`config.mk`:
```
export PLATFORM = sky130hd
export DESIGN_NAME = sinc3_decim
export DESIGN_NICKNAME = d
export VERILOG_FILES = /design/src/rtl/sinc3_pkg.sv /design/src/rtl/sinc3_rate.sv /design/src/rtl/sinc3_ctrl.sv /design/src/rtl/sinc3_integ.sv /design/src/rtl/sinc3_comb.sv /design/src/rtl/sinc3_scale.sv /design/src/rtl/sinc3_decim.sv
export SDC_FILE = /design/constraint.sdc
export NUM_CORES = 2
export LEC_CHECK = 0
export BUFFER_PORTS_ARGS = -buffer_cell sky130_fd_sc_hd__buf_2
export CORE_MARGIN = 1.5
export CORE_UTILIZATION = 27
export DETAILED_ROUTE_END_ITERATION = 10
export GPL_TIMING_DRIVEN = 0
export HOLD_SLACK_MARGIN = 0.15
export PLACE_DENSITY = 0.51
export SETUP_SLACK_MARGIN = 0.5
export SYNTH_ARGS = -nofsm -noshare
export SYNTH_HDL_FRONTEND = slang
export SYNTH_SLANG_ARGS = --single-unit
```
`constraint.sdc`:
```
create_clock -name clk -period 11.4 [get_ports clk]
set_input_delay 2.28 -clock clk [delete_from_list [all_inputs] [get_ports clk]]
set_output_delay 2.28 -clock clk [all_outputs]
set_load 0.05 [all_outputs]
```
`src/rtl/sinc3_pkg.sv`:
```
package sinc3_pkg;

  localparam int unsigned ORDER  = 3;
  localparam int unsigned OUT_W  = 16;

  // ratio for each {CLK, FS0} pair
  localparam int unsigned R_C0F0 = 80;
  localparam int unsigned R_C0F1 = 96;
  localparam int unsigned R_C1F0 = 384;
  localparam int unsigned R_C1F1 = 320;
  localparam int unsigned R_MAX  = 384;
  localparam int unsigned R_MIN  = 80;

  localparam int unsigned CNT_W  = $clog2(R_MAX);
  localparam int unsigned ACC_W  = ORDER * CNT_W + 1;
  localparam int unsigned SCL_SH = ACC_W - 2;
  localparam int unsigned RCP_SH = OUT_W + SCL_SH;
  localparam int unsigned RCP_W  = RCP_SH + 1 - ORDER * ($clog2(R_MIN + 1) - 1);
  localparam int unsigned PER_W  = $clog2(ORDER + 1);

  function automatic logic [63:0] gain_of(input int unsigned r);
    logic [63:0] g;
    g = 64'd1;
    for (int i = 0; i < ORDER; i++) g = g * 64'(r);
    return g;
  endfunction

  function automatic logic [63:0] recip_of(input int unsigned r);
    logic [63:0] g;
    g = gain_of(r);
    return ((64'd1 << RCP_SH) + g - 64'd1) / g;
  endfunction

endpackage

```
`src/rtl/sinc3_rate.sv`:
```
module sinc3_rate
  import sinc3_pkg::*;
(
  input  logic             clk,
  input  logic             rst_n,
  input  logic [2:0]       rate_sel,
  input  logic             sync_in,
  output logic             clr,
  output logic [CNT_W-1:0] ratio_m1,
  output logic [RCP_W-1:0] recip,
  output logic [ACC_W-1:0] gain
);

  localparam logic [RCP_W-1:0] RCP_00 = RCP_W'(recip_of(R_C0F0));
  localparam logic [RCP_W-1:0] RCP_01 = RCP_W'(recip_of(R_C0F1));
  localparam logic [RCP_W-1:0] RCP_10 = RCP_W'(recip_of(R_C1F0));
  localparam logic [RCP_W-1:0] RCP_11 = RCP_W'(recip_of(R_C1F1));
  localparam logic [ACC_W-1:0] GN_00  = ACC_W'(gain_of(R_C0F0));
  localparam logic [ACC_W-1:0] GN_01  = ACC_W'(gain_of(R_C0F1));
  localparam logic [ACC_W-1:0] GN_10  = ACC_W'(gain_of(R_C1F0));
  localparam logic [ACC_W-1:0] GN_11  = ACC_W'(gain_of(R_C1F1));

  logic [1:0] key;
  logic [1:0] key_q;
  logic [1:0] key_d;
  logic       fs1_unused;

  // FS1 plays no part in the ratio
  assign key        = {rate_sel[2], rate_sel[0]};
  assign fs1_unused = rate_sel[1];
  assign clr        = sync_in | (key != key_q);

  always_comb key_d = key;

  always_ff @(posedge clk or negedge rst_n) begin
    if (!rst_n) key_q <= 2'b00;
    else        key_q <= key_d;
  end

  always_comb begin
    unique case (key_q)
      2'b00: begin ratio_m1 = CNT_W'(R_C0F0 - 1); recip = RCP_00; gain = GN_00; end
      2'b01: begin ratio_m1 = CNT_W'(R_C0F1 - 1); recip = RCP_01; gain = GN_01; end
      2'b10: begin ratio_m1 = CNT_W'(R_C1F0 - 1); recip = RCP_10; gain = GN_10; end
      default: begin ratio_m1 = CNT_W'(R_C1F1 - 1); recip = RCP_11; gain = GN_11; end
    endcase
  end

endmodule

```
`src/rtl/sinc3_ctrl.sv`:
```
module sinc3_ctrl
  import sinc3_pkg::*;
#(
  parameter int unsigned NSTG = ORDER
)(
  input  logic             clk,
  input  logic             rst_n,
  input  logic             clr,
  input  logic             smp_en,
  input  logic [CNT_W-1:0] ratio_m1,
  output logic             dec_pend,
  output logic             dec_ok
);

  localparam int unsigned PW = $clog2(NSTG + 1);

  logic [CNT_W-1:0] cnt_q, cnt_d;
  logic [PW-1:0]    per_q, per_d;
  logic             pend_q, pend_d;
  logic             ok_q, ok_d;

  always_comb begin
    cnt_d  = cnt_q;
    per_d  = per_q;
    pend_d = 1'b0;
    ok_d   = 1'b0;
    if (clr) begin
      cnt_d = '0;
      per_d = '0;
    end else if (smp_en) begin
      if (cnt_q == ratio_m1) begin
        cnt_d  = '0;
        pend_d = 1'b1;
        ok_d   = (per_q >= PW'(NSTG - 1));
        if (per_q < PW'(NSTG)) per_d = per_q + 1'b1;
      end else begin
        cnt_d = cnt_q + 1'b1;
      end
    end
  end

  always_ff @(posedge clk or negedge rst_n) begin
    if (!rst_n) begin
      cnt_q  <= '0;
      per_q  <= '0;
      pend_q <= 1'b0;
      ok_q   <= 1'b0;
    end else begin
      cnt_q  <= cnt_d;
      per_q  <= per_d;
      pend_q <= pend_d;
      ok_q   <= ok_d;
    end
  end

  assign dec_pend = pend_q;
  assign dec_ok   = ok_q;

  // sample counter stays inside the selected period
  assert_cnt_bound_R7: assert property (@(posedge clk) disable iff (!rst_n)
    cnt_q <= ratio_m1);

  // decimation marker never lasts two cycles
  assert_pend_pulse_R7: assert property (@(posedge clk) disable iff (!rst_n)
    pend_q |=> !pend_q);

endmodule

```
`src/rtl/sinc3_integ.sv`:
```
module sinc3_integ
  import sinc3_pkg::*;
#(
  parameter int unsigned NSTG = ORDER,
  parameter int unsigned AW   = ACC_W
)(
  input  logic          clk,
  input  logic          rst_n,
  input  logic          clr,
  input  logic          smp_en,
  input  logic          bit_in,
  output logic [AW-1:0] acc_out
);

  logic [NSTG:0][AW-1:0] tap;

  assign tap[0] = {{(AW-1){1'b0}}, bit_in};

  genvar s;
  generate
    for (s = 0; s < NSTG; s++) begin : g_acc
      logic [AW-1:0] q, d;
      always_comb begin
        d = q;
        if (clr)         d = '0;
        else if (smp_en) d = q + tap[s];
      end
      always_ff @(posedge clk or negedge rst_n) begin
        if (!rst_n) q <= '0;
        else        q <= d;
      end
      assign tap[s+1] = q;
    end
  endgenerate

  assign acc_out = tap[NSTG];

  // first accumulator advances by exactly the accepted bit
  assert_first_step_R1: assert property (@(posedge clk) disable iff (!rst_n)
    (smp_en && !clr) |=> ((tap[1] - $past(tap[1])) == AW'($past(bit_in))));

endmodule

```
`src/rtl/sinc3_comb.sv`:
```
module sinc3_comb
  import sinc3_pkg::*;
#(
  parameter int unsigned NSTG = ORDER,
  parameter int unsigned AW   = ACC_W
)(
  input  logic          clk,
  input  logic          rst_n,
  input  logic          clr,
  input  logic          dec_pend,
  input  logic          dec_ok,
  input  logic [AW-1:0] acc_in,
  output logic [AW-1:0] cmb_q,
  output logic          cmb_vld
);

  logic [NSTG:0][AW-1:0] tap;
  logic [AW-1:0]         res_q, res_d;
  logic                  vld_q, vld_d;

  assign tap[0] = acc_in;

  genvar s;
  generate
    for (s = 0; s < NSTG; s++) begin : g_dif
      logic [AW-1:0] dly_q, dly_d;
      always_comb begin
        dly_d = dly_q;
        if (clr)           dly_d = '0;
        else if (dec_pend) dly_d = tap[s];
      end
      always_ff @(posedge clk or negedge rst_n) begin
        if (!rst_n) dly_q <= '0;
        else        dly_q <= dly_d;
      end
      assign tap[s+1] = tap[s] - dly_q;
    end
  endgenerate

  always_comb begin
    res_d = res_q;
    vld_d = 1'b0;
    if (clr) begin
      res_d = '0;
    end else if (dec_pend) begin
      res_d = tap[NSTG];
      vld_d = dec_ok;
    end
  end

  always_ff @(posedge clk or negedge rst_n) begin
    if (!rst_n) begin
      res_q <= '0;
      vld_q <= 1'b0;
    end else begin
      res_q <= res_d;
      vld_q <= vld_d;
    end
  end

  assign cmb_q   = res_q;
  assign cmb_vld = vld_q;

endmodule

```
`src/rtl/sinc3_scale.sv`:
```
module sinc3_scale
  import sinc3_pkg::*;
(
  input  logic             clk,
  input  logic             rst_n,
  input  logic             clr,
  input  logic             cmb_vld,
  input  logic [ACC_W-1:0] cmb_q,
  input  logic [RCP_W-1:0] recip,
  output logic [OUT_W-1:0] data_out,
  output logic             data_rdy,
  output logic             data_valid
);

  localparam int unsigned PRD_W = ACC_W + RCP_W;

  logic [PRD_W-1:0] prod;
  logic             over;
  logic [OUT_W-1:0] ulev;
  logic [OUT_W-1:0] word;
  logic [OUT_W-1:0] dat_q, dat_d;
  logic             rdy_q, rdy_d;
  logic             vld_q, vld_d;

  assign prod = PRD_W'(cmb_q) * PRD_W'(recip);
  assign over = |prod[PRD_W-1:SCL_SH+OUT_W];
  assign ulev = over ? {OUT_W{1'b1}} : prod[SCL_SH+OUT_W-1:SCL_SH];
  assign word = {~ulev[OUT_W-1], ulev[OUT_W-2:0]};

  always_comb begin
    dat_d = dat_q;
    rdy_d = 1'b0;
    vld_d = vld_q;
    if (clr) begin
      vld_d = 1'b0;
    end else if (cmb_vld) begin
      dat_d = word;
      rdy_d = 1'b1;
      vld_d = 1'b1;
    end
  end

  always_ff @(posedge clk or negedge rst_n) begin
    if (!rst_n) begin
      dat_q <= '0;
      rdy_q <= 1'b0;
      vld_q <= 1'b0;
    end else begin
      dat_q <= dat_d;
      rdy_q <= rdy_d;
      vld_q <= vld_d;
    end
  end

  assign data_out   = dat_q;
  assign data_rdy   = rdy_q;
  assign data_valid = vld_q;

  assert_rdy_single_R7: assert property (@(posedge clk) disable iff (!rst_n)
    rdy_q |=> !rdy_q);

  assert_rdy_needs_valid_R8: assert property (@(posedge clk) disable iff (!rst_n)
    rdy_q |-> vld_q);

endmodule

```
`src/rtl/sinc3_decim.sv`:
```
module sinc3_decim
  import sinc3_pkg::*;
(
  input  logic             clk,
  input  logic             rst_n,
  input  logic             smp_en,
  input  logic             bit_in,
  input  logic             sync_in,
  input  logic [2:0]       rate_sel,
  output logic [OUT_W-1:0] data_out,
  output logic             data_rdy,
  output logic             data_valid
);

  logic             clr;
  logic [CNT_W-1:0] ratio_m1;
  logic [RCP_W-1:0] recip;
  logic [ACC_W-1:0] gain;
  logic             dec_pend;
  logic             dec_ok;
  logic [ACC_W-1:0] acc_sum;
  logic [ACC_W-1:0] cmb_q;
  logic             cmb_vld;

  sinc3_rate u_rate (
    .clk      (clk),
    .rst_n    (rst_n),
    .rate_sel (rate_sel),
    .sync_in  (sync_in),
    .clr      (clr),
    .ratio_m1 (ratio_m1),
    .recip    (recip),
    .gain     (gain)
  );

  sinc3_ctrl #(.NSTG(ORDER)) u_ctrl (
    .clk      (clk),
    .rst_n    (rst_n),
    .clr      (clr),
    .smp_en   (smp_en),
    .ratio_m1 (ratio_m1),
    .dec_pend (dec_pend),
    .dec_ok   (dec_ok)
  );

  sinc3_integ #(.NSTG(ORDER), .AW(ACC_W)) u_integ (
    .clk     (clk),
    .rst_n   (rst_n),
    .clr     (clr),
    .smp_en  (smp_en),
    .bit_in  (bit_in),
    .acc_out (acc_sum)
  );

  sinc3_comb #(.NSTG(ORDER), .AW(ACC_W)) u_comb (
    .clk      (clk),
    .rst_n    (rst_n),
    .clr      (clr),
    .dec_pend (dec_pend),
    .dec_ok   (dec_ok),
    .acc_in   (acc_sum),
    .cmb_q    (cmb_q),
    .cmb_vld  (cmb_vld)
  );

  sinc3_scale u_scale (
    .clk        (clk),
    .rst_n      (rst_n),
    .clr        (clr),
    .cmb_vld    (cmb_vld),
    .cmb_q      (cmb_q),
    .recip      (recip),
    .data_out   (data_out),
    .data_rdy   (data_rdy),
    .data_valid (data_valid)
  );

  // a settled sum never exceeds the full-scale gain
  assert_sum_range_R1: assert property (@(posedge clk) disable iff (!rst_n)
    cmb_vld |-> (cmb_q <= gain));

  assert_sync_holds_R5: assert property (@(posedge clk) disable iff (!rst_n)
    sync_in |=> (!data_valid && !data_rdy));

  assert_valid_sticky_R8: assert property (@(posedge clk) disable iff (!rst_n)
    (data_valid && !clr) |=> data_valid);

  assert_code_restart_R9: assert property (@(posedge clk) disable iff (!rst_n)
    ({rate_sel[2], rate_sel[0]} != $past({rate_sel[2], rate_sel[0]})) |=> !data_valid);

endmodule

```
==> metrics.csv <==
metric,value,unit
GRT Util Overall,0.158,
synth unique cells,78,
top_reg_cell synth,dfrtp_1,
routability cong.,0.975,
worst-path fanout max,10,
VDD IR-drop max,0.000123,V
Hold Crit Class,reg2reg,
Root Buffer,clkbuf_16,
initial antenna violation count,3,
layout cells sized above 1,0.0291,
placed cells,5329,
"top cells by area, synth","fa_1 28%, dfrtp_1 17%, ha_1 15%, inv_1 9.3%, mux2i_1 4.5%",
FP Rows,129,
Die Ht,356,um
Port Buffers,24,
Residual DRC,0,
Placement Setup Slack,0.575,ns
Synth Register Bits,230,
"Async S/R FF share, synth",1.00,
PwrDens,62.4,nW/um2
DRT Wirelength,100,mm
post-route ant nets,0,
syn nets,4527,
Max-cap violations,0,
sequential cell area fraction in the yosys report,0.171,
Worst slew margin,0.260,
largest net degree at the start of global routing,91,
Slew @ Worst Pin,1.10,ns
DRT iter0 DRCs,1704,
area delta synth->final,9.78,%
cts bufs inserted,31,
crit path DAT,11.06,ns
WL/cell,18.6,um
Max Slew Vio Count,0,
"most common cell after layout, fill and taps aside",inv_1,
CP Launch Type,flop,
HPWL after detailed placement,85.6,mm
# setup viols final,0,
synthesized instance count,3664,
Worst Setup Path Type,reg2reg,
# diodes,0,
Non-Filler Instances,5386,
Core Region,123000,um2
FMAX,0.0948,GHz
endpoints failing hold,0,
TritonCTS Sinks,230,
H-tree Lvls,1,
CTS Buffer Depth,3,
fin util,0.298,
worst skew pair latency,0.65,ns
Crit-path slowest cell,clkbuf_1,
Final period util,0.925,
outcome,finished clean,
vias post-DR,24564,
die area,126000,um2
total power,2.30,mW
Worst setup EP type,flop,
RSZ-0062 raised after global routing,no,
leak pwr,19.3,nW
NumNets Final,4588,
area fraction of the dominant cell type after synthesis,0.276,
DR vias/cell,4.56,
setup TNS,0,ns
Worst Skew,0.0254,ns
synth warn,0,
final setup margin,0.853,ns
vias in the first global route,25173,
Post-Syn Area,33600,um2
"CTS clk-pin slew, worst paths",0.08,ns
CP required,11.91,ns
num ports,26,
CP dominant cell by count,fa_1,
total grt overflow,0,
most frequent cells in the layout,"835 x inv_1, 462 x fa_1, 393 x ha_1",
Syn Area/Cell,9.16,um2
"Hold-fix buffers, CTS",0,
first-pass GRT wire length,153,mm
Starting Density,0.272,
"Largest stage delay, worst path",0.73,ns
Post-synth EDFFs,0,
FILL cells,13251,
drt pass-1 iters,5,
Die Wd,356,um
"area leader, netlist",fa_1,
CTS tree,built,
Tmin final,10.55,ns
[critical path, delay by kind of cell, from the launching register on]
| kind | cells | cell delay (ns) |
|---|---|---|
| fa+ha+maj | 8 | 3.76 |
| flops | 1 | 0.47 |
| compound gates | 11 | 2.86 |
| simple gates | 2 | 0.54 |
| buf+inv | 9 | 2.76 |
[stage by stage]
stage	cell area [um2]	hold WS [ns]
CTS	36800	0.495
finish	36900	0.501
floorplan	33600	0.458
global placement	35700	0.473
global route	36900	0.514
detailed placement	35800	0.482
[layout make-up]
class	instances	area, um2	area share
well taps	1637	2050	0.0556
inverters	836	3140	0.0851
plain buffers	92	362	0.00981
flip-flops and latches	230	5760	0.156
multi-input cells	2506	24300	0.660
repair buffers	28	201	0.00547
clock buffers	45	888	0.0241
clock inverters	12	135	0.00367
[routing by layer]
metal,up-vias,wire (um),GRT usage
li1,11767,-,-
met1,12140,47100,0.224
met2,521,45000,0.252
met3,134,5340,0.0237
met4,2,2630,0.0389
met5,-,11,0
[Yosys cell counts (15+ instances only)]
cell type	count
a211oi_1	16
a21o_1	77
a21oi_1	158
and2_1	56
and3_1	18
buf_1	24
clkbuf_1	63
dfrtp_1	230
fa_1	462
ha_1	393
inv_1	835
mux2i_1	151
nand2_1	165
nand2b_1	31
nand3_1	57
nand4_1	24
nor2_1	330
nor2b_1	57
nor3_1	37
o21a_1	20
o21ai_0	80
o21bai_1	26
o22a_1	15
or3_1	17
xnor2_1	105
xor2_1	65
[registers in the layout, summed over array words and instances, names as in the netlist, 2 cells and up]
signal and flops:
u_comb.g_dif.dly_q 84, u_integ.acc_out 28, u_ctrl.per_q 2, u_comb.cmb_q 28, u_ctrl.cnt_q 9, u_rate.key_q 2
u_integ.g_acc.q 56, u_scale.data_out 16
[report_power, final]
group          internal (mW)  total (mW)  switching (mW)
sequential             0.818       0.819         0.00160
combinational          0.170       0.465           0.295
clock                  0.586        1.02           0.430
total                   1.57        2.30           0.726
[what timing repair did]
item                       CTS  global route
hold endpoints to repair     0             0
setup buffers                0             0
setup endpoints to repair    0            16
gates resized for setup      0             7
[final timing paths]
path,depth (start not counted),to,slack (ns),start
max in group asynchronous,3,u_integ.g_acc[0].q[8],8.47,rst_n
min in group asynchronous,1,u_scale.data_out[15],1.57,rst_n
max reg2reg,30,u_scale.data_out[8],0.85,u_rate.key_q[1]
min,1,u_scale.data_out[2],0.50,u_scale.data_out[2]
min reg2reg,1,u_scale.data_out[2],0.50,u_scale.data_out[2]
max,30,u_scale.data_out[8],0.85,u_rate.key_q[1]
[kinds of logic after synthesis]
group / count (synthesis) / share of synthesized area
AOI/OAI and AO/OA: 508 / 0.0988
xor gates and xnor gates: 170 / 0.0444
adders and majority gates: 855 / 0.422
buffers and inverters: 928 / 0.104
DFF: 230 / 0.171
muxes: 152 / 0.0454
and+or+nand+nor: 821 / 0.114
(Power assumes the default switching activity.)
